[config.mk]
export PLATFORM = sky130hd
export DESIGN_NAME = pmu_regbank
export DESIGN_NICKNAME = d
export VERILOG_FILES = /design/src/rtl/pmu_pkg.sv /design/src/rtl/pmu_access_decode.sv /design/src/rtl/pmu_reg_store.sv /design/src/rtl/pmu_regbank.sv
export SDC_FILE = /design/constraint.sdc
export NUM_CORES = 1
export LEC_CHECK = 0
export BUFFER_PORTS_ARGS = -buffer_cell sky130_fd_sc_hd__buf_2
export CAP_MARGIN = 20
export CORE_MARGIN = 5
export CORE_UTILIZATION = 51
export CTS_CLUSTER_DIAMETER = 150
export DETAILED_ROUTE_END_ITERATION = 12
export GPL_TIMING_DRIVEN = 0
export PLACE_DENSITY = 0.8
export SYNTH_ARGS = -nofsm -noshare
export SYNTH_HDL_FRONTEND = slang
export SYNTH_SLANG_ARGS = --single-unit
[constraint.sdc]
create_clock -name clk -period 2.4 [get_ports clk]
set_input_delay 0.12 -clock clk [delete_from_list [all_inputs] [get_ports clk]]
set_output_delay 0.12 -clock clk [all_outputs]
set_load 0.01 [all_outputs]
[src/rtl/pmu_pkg.sv]
package pmu_pkg;
  localparam int DATA_W = 32;
  localparam int IDX_W  = 4;
  localparam int OP_W   = 3;
  localparam logic [IDX_W-1:0] PRIMARY_IDX = 4'd9;

  localparam logic [DATA_W-1:0] CTRL_WMASK = 32'h0000_0039;
  localparam logic [DATA_W-1:0] IMPL_MASK  = 32'hFF00_0000;
  localparam logic [DATA_W-1:0] PAIR_MASK  = 32'h8000_0000;
  localparam logic [DATA_W-1:0] EVT_MASK   = 32'h0000_00FF;

  typedef enum logic [3:0] {
    RG_NONE, RG_CTRL, RG_CNT_SET, RG_CNT_CLR, RG_OVS, RG_SWINC, RG_SEL,
    RG_CYC, RG_EVT, RG_EVCNT, RG_UEN, RG_INT_SET, RG_INT_CLR
  } pmu_reg_e;

  function automatic pmu_reg_e pmu_decode(input logic [IDX_W-1:0] crn,
                                          input logic [IDX_W-1:0] crm,
                                          input logic [OP_W-1:0]  op2);
    pmu_reg_e r = RG_NONE;
    if (crn == PRIMARY_IDX) begin
      unique case (crm)
        4'd12: case (op2)
          3'd0: r = RG_CTRL;    3'd1: r = RG_CNT_SET; 3'd2: r = RG_CNT_CLR;
          3'd3: r = RG_OVS;     3'd4: r = RG_SWINC;   3'd5: r = RG_SEL;
          default: r = RG_NONE;
        endcase
        4'd13: case (op2)
          3'd0: r = RG_CYC; 3'd1: r = RG_EVT; 3'd2: r = RG_EVCNT;
          default: r = RG_NONE;
        endcase
        4'd14: case (op2)
          3'd0: r = RG_UEN; 3'd1: r = RG_INT_SET; 3'd2: r = RG_INT_CLR;
          default: r = RG_NONE;
        endcase
        default: r = RG_NONE;
      endcase
    end
    return r;
  endfunction

  function automatic logic pmu_denied(input pmu_reg_e r, input logic user,
                                      input logic write, input logic uen);
    logic d;
    case (r)
      RG_NONE:                d = 1'b1;
      RG_INT_SET, RG_INT_CLR: d = user;
      RG_UEN:                 d = user & write;
      default:                d = user & ~uen;
    endcase
    return d;
  endfunction

  function automatic logic [DATA_W-1:0] ctrl_merge(input logic [DATA_W-1:0] old_v,
                                                   input logic [DATA_W-1:0] wr_v);
    return (old_v & ~CTRL_WMASK) | (wr_v & CTRL_WMASK);
  endfunction

  function automatic logic [DATA_W-1:0] pair_update(input logic [DATA_W-1:0] old_v,
                                                    input logic [DATA_W-1:0] wr_v,
                                                    input logic is_set);
    return is_set ? (old_v | (wr_v & PAIR_MASK)) : (old_v & ~(wr_v & PAIR_MASK));
  endfunction
endpackage

[src/rtl/pmu_access_decode.sv]
module pmu_access_decode
  import pmu_pkg::*;
(
  input  logic              req_valid,
  input  logic              req_write,
  input  logic              req_user,
  input  logic [IDX_W-1:0]  req_crn,
  input  logic [IDX_W-1:0]  req_crm,
  input  logic [OP_W-1:0]   req_op2,
  input  logic              uen,
  output pmu_reg_e          sel_reg,
  output logic              acc_fault,
  output logic              wr_fire
);
  logic denied;

  always_comb begin
    sel_reg   = pmu_decode(req_crn, req_crm, req_op2);
    denied    = pmu_denied(sel_reg, req_user, req_write, uen);
    acc_fault = req_valid & denied;
    wr_fire   = req_valid & req_write & ~denied;
  end
endmodule

[src/rtl/pmu_reg_store.sv]
module pmu_reg_store
  import pmu_pkg::*;
(
  input  logic              clk,
  input  logic              rst,
  input  logic              wr_fire,
  input  pmu_reg_e          sel_reg,
  input  logic [DATA_W-1:0] wdata,
  input  logic [DATA_W-1:0] id_value,
  output logic [DATA_W-1:0] ctrl_q,
  output logic [DATA_W-1:0] cnten_q,
  output logic [DATA_W-1:0] inten_q,
  output logic              uen_q,
  output logic [DATA_W-1:0] rd_data
);
  localparam int NPAIR = 2;

  logic [NPAIR-1:0]             set_hit, clr_hit;
  logic [NPAIR-1:0][DATA_W-1:0] pair_q;
  logic [DATA_W-1:0]            ovs_q, evt_q;

  assign set_hit[0] = wr_fire & (sel_reg == RG_CNT_SET);
  assign clr_hit[0] = wr_fire & (sel_reg == RG_CNT_CLR);
  assign set_hit[1] = wr_fire & (sel_reg == RG_INT_SET);
  assign clr_hit[1] = wr_fire & (sel_reg == RG_INT_CLR);

  for (genvar g = 0; g < NPAIR; g++) begin : g_pair
    always_ff @(posedge clk) begin
      if (rst)                          pair_q[g] <= '0;
      else if (set_hit[g] | clr_hit[g]) pair_q[g] <= pair_update(pair_q[g], wdata, set_hit[g]);
    end
  end

  assign cnten_q = pair_q[0];
  assign inten_q = pair_q[1];

  always_ff @(posedge clk) begin
    if (rst) begin
      ctrl_q <= id_value & IMPL_MASK;
      ovs_q  <= '0;
      evt_q  <= '0;
      uen_q  <= 1'b0;
    end else if (wr_fire) begin
      case (sel_reg)
        RG_CTRL: ctrl_q <= ctrl_merge(ctrl_q, wdata);
        RG_OVS:  ovs_q  <= ovs_q & ~wdata;
        RG_EVT:  evt_q  <= wdata & EVT_MASK;
        RG_UEN:  uen_q  <= wdata[0];
        default: ;
      endcase
    end
  end

  always_comb begin
    case (sel_reg)
      RG_CTRL:                rd_data = ctrl_q;
      RG_CNT_SET, RG_CNT_CLR: rd_data = cnten_q;
      RG_INT_SET, RG_INT_CLR: rd_data = inten_q;
      RG_OVS:                 rd_data = ovs_q;
      RG_EVT:                 rd_data = evt_q;
      RG_UEN:                 rd_data = {{(DATA_W-1){1'b0}}, uen_q};
      default:                rd_data = '0;
    endcase
  end
endmodule

[src/rtl/pmu_regbank.sv]
module pmu_regbank
  import pmu_pkg::*;
(
  input  logic              clk,
  input  logic              rst,
  input  logic              req_valid,
  input  logic              req_write,
  input  logic              req_user,
  input  logic [IDX_W-1:0]  req_crn,
  input  logic [IDX_W-1:0]  req_crm,
  input  logic [OP_W-1:0]   req_op2,
  input  logic [DATA_W-1:0] req_wdata,
  input  logic [DATA_W-1:0] id_value,
  output logic              rsp_valid,
  output logic              rsp_fault,
  output logic [DATA_W-1:0] rsp_rdata
);
  pmu_reg_e          sel_reg;
  logic              acc_fault, wr_fire, uen_q;
  logic [DATA_W-1:0] ctrl_q, cnten_q, inten_q, rd_data;

  pmu_access_decode u_dec (
    .req_valid (req_valid), .req_write (req_write), .req_user (req_user),
    .req_crn   (req_crn),   .req_crm   (req_crm),   .req_op2  (req_op2),
    .uen       (uen_q),     .sel_reg   (sel_reg),   .acc_fault(acc_fault),
    .wr_fire   (wr_fire)
  );

  pmu_reg_store u_store (
    .clk     (clk),     .rst      (rst),      .wr_fire (wr_fire),
    .sel_reg (sel_reg), .wdata    (req_wdata), .id_value(id_value),
    .ctrl_q  (ctrl_q),  .cnten_q  (cnten_q),  .inten_q (inten_q),
    .uen_q   (uen_q),   .rd_data  (rd_data)
  );

  always_ff @(posedge clk) begin
    if (rst) begin
      rsp_valid <= 1'b0;
      rsp_fault <= 1'b0;
      rsp_rdata <= '0;
    end else begin
      rsp_valid <= req_valid;
      rsp_fault <= acc_fault;
      rsp_rdata <= (req_valid & ~req_write & ~acc_fault) ? rd_data : '0;
    end
  end
endmodule

==> metrics.cfg <==
[worst_setup_path]
required_ns=2.68
path_cells=buf_2 -> buf_2 -> nor3b_1 -> o2111ai_1 -> nor4_2 -> mux2i_1 -> o2111ai_1 -> buf_2 -> nor3_1
critPathCaptureType=flop
path_max_fanout=10
critical_path_class=in -> reg
critPathLaunchType=input pin
slowest_stage=nor4_2
crit_path_max_incr_delay_ns=0.44
crit_arrival_ns=2.37
cp_common_cell=buf_2

[drt]
drt_pass1_iterations=4
drtIter0Drc=263
num_vias=3358
drt_wl_total_um=10220
drc_errors=0
viasPerCell=5.532
ant_nets=0
routedWlPerCell_um=16.83

[sta]
layout_setup_ws_ns=0.3098
maxSlewViolCount=0
slew_headroom_pct=53.50
fmax_mhz=478.4
finalSetupViolations=0
timing.final.crit_share_pct=87.09
grt_setup_unrepaired=false
worst_slew_pin_slew_ns=0.6911
hold_violations=0
finClkSkew_ns=0.004034
min_period_ns=2.090

[floorplan]
rows=30
die_w_um=94.54
boundaryPins=114
fp.dieH_um=94.54
die-area_um2=8937
core_um2=6869
initial_core_util_pct=53.06

[pwr]
vdd_drop_max_uv=519.1
p_int_uw=2181
p_per_area_nw_per_um2=601.2
clkPwrFrac_pct=38.6
p_switching_uw=681.6
p_comb_share_pct=8.5
p_seq_share_pct=52.9
p_leak_uw=0.001794
swShare_pct=23.81

[synth]
netlist.area_leader.share_pct=44.49
synth_area_leader_cell=dfxtp_1
synth_fp_nets=452
synthCells=372
syn_area_per_cell_um2=9.798
ys_ff_latch=89
synth_flop_cell=dfxtp_1
yosysWarnings=0
ys_types=55
synth_area_um2=3645
ys_seq_area_share_pct=51.08
async_flop_share_pct=0
ys_top_cells_by_area=dfxtp_1 (44%), edfxtp_1 (6.6%), a21oi_1 (4.8%), a211oi_1 (3.3%), a22oi_1 (3.1%)
synth_edf_count=8

[layout]
area_growth_pct=30.62
fin_area_um2=4761
drive_above_1_share_pct=27.84
fill_cells=541
final_common_cell=buf_2
mostFrequentLayoutCells=buf_2 (102), dfxtp_1 (81), a21oi_1 (35)
nets=585

[place]
dp_slack_ns=-0.03650
numPortBuffers=88
routabilityCongestion=0.9084
dpl-instance-area_um2=4210
dp_hpwl_um=6815

[clock_network]
numCtsBuffers=9
cts_htree_levels=3
postCtsSetupRepairBufs=0
path_clk_slew_ns=0.09
cts_tree=built
cts_root_buffer=clkbuf_8
clock_latency_ns=0.36
cts_sinks=89
cts_buffer_depth=2

[grt]
grt_overflow=0
grt_pass1_vias=3252
grt_max_degree=17
grt_antenna_before_repair=0
grt_use_total_pct=22.87
grt_pass1_wl_um=15980

[run]
max_cap_viol_count=0

[worst_hold_path]
hold_class=in -> reg

[run_status]
outcome=complete, no violations

## worst max-delay path, delay by kind of cell
family	cells	cell delay [ns]
buffers and inverters	3	0.59
and+or+nand+nor	3	0.89
AOI/OAI and AO/OA	2	0.45
muxes	1	0.32
## power by group through the flow
stage | Clock (uW) | Combinational (uW) | Sequential [uW]
after floorplan | 0 | 109 | 1550
after global placement | 0 | 195 | 1550
after detailed placement | 0 | 197 | 1550
after CTS | 1120 | 238 | 1510
after global routing | 1180 | 263 | 1510
final | 1100 | 244 | 1510
## layout make-up
type	count	area, um^2	share of cell area [%]
tap	96	120.1	2.523
multi-input combinational	235	1556	32.69
clock buffer	10	148.9	3.127
antenna	1	2.502	0.05256
sequential	89	1862	39.11
clock inverter	6	71.32	1.498
timing repair buffer	122	773.2	16.24
buffer	28	151.4	3.180
inverter	20	75.07	1.577
## cell families (layout without fill, tap and decap cells)
logic type / Yosys count / count (layout) / synth area share, %
AO/OA/AOI/OAI: 105 / 105 / 20.80
XOR/XNOR: 2 / 2 / 0.4807
buffers and inverters: 48 / 186 / 6.213
flip-flops: 89 / 89 / 51.08
multiplexers: 3 / 3 / 0.8239
other: 0 / 1 / 0
AND/OR/NAND/NOR: 125 / 125 / 20.60
## per-layer routing
layer / vias up / routed length, um / GRT usage, %
met5: - / 0 / 0
met4: 0 / 141 / 7.933
met3: 12 / 710 / 6.375
met2: 135 / 5062 / 38.42
met1: 1586 / 4303 / 28.17
li1: 1625 / - / -
## Yosys cell counts (all sizes together), types with 2 or more instances
| master | n |
|---|---|
| a211o | 2 |
| a211oi | 16 |
| a21oi | 37 |
| a221oi | 3 |
| a22oi | 15 |
| and2 | 13 |
| buf | 19 |
| clkbuf | 9 |
| dfxtp | 81 |
| edfxtp | 8 |
| inv | 20 |
| mux2i | 3 |
| nand2 | 9 |
| nand2b | 17 |
| nand3 | 3 |
| nand3b | 2 |
| nand4 | 14 |
| nor2 | 20 |
| nor2b | 5 |
| nor3 | 21 |
| nor3b | 3 |
| nor4 | 6 |
| nor4b | 3 |
| o2111ai | 3 |
| o21a | 2 |
| o21ai | 3 |
| o31ai | 13 |
| or2 | 5 |
## path summary, 6_finish.rpt
check / cells after the start / to / from / slack, ns
max: 9 / rsp_rdata[23]$_SDFF_PP0_ / req_op2[1] / 0.31
min: 2 / u_store.ctrl_q[28]$_DFFE_PP_ / id_value[28] / 0.04
max reg2reg: 5 / u_store.ovs_q[21]$_SDFFE_PP0P_ / u_store.uen_q$_SDFFE_PP0P_ / 0.80
min reg2reg: 2 / u_store.ovs_q[23]$_SDFFE_PP0P_ / u_store.ovs_q[23]$_SDFFE_PP0P_ / 0.45
## repair_timing
action	4_1_cts	5_1_grt
hold buffers	32	0
endpoints found under the hold margin	32	0
resized for setup	0	0
## state kept, by name (all words and copies together) (netlist names), named ones only
name            flops
u_store.ovs_q      32
rsp_valid           1
u_store.evt_q       8
rsp_fault           1
u_store.uen_q       1
rsp_rdata          32
u_store.ctrl_q     12
## stage by stage
stage	power (uW)	hold WS, ns	std cells	utilization [%]	setup TNS [ns]
6_report	2862	0.04489	607	69.31	0
5_1_grt	2955	0.02952	606	69.27	0
4_1_cts	2871	0.03975	605	69.16	0
3_5_place_dp	1746	0.2961	557	61.29	-0.1198
3_3_place_gp	1743	0.2914	556	61.22	-1.423
2_1_floorplan	1658	0.2078	372	-	0
Power figures use the tool's default switching activity.
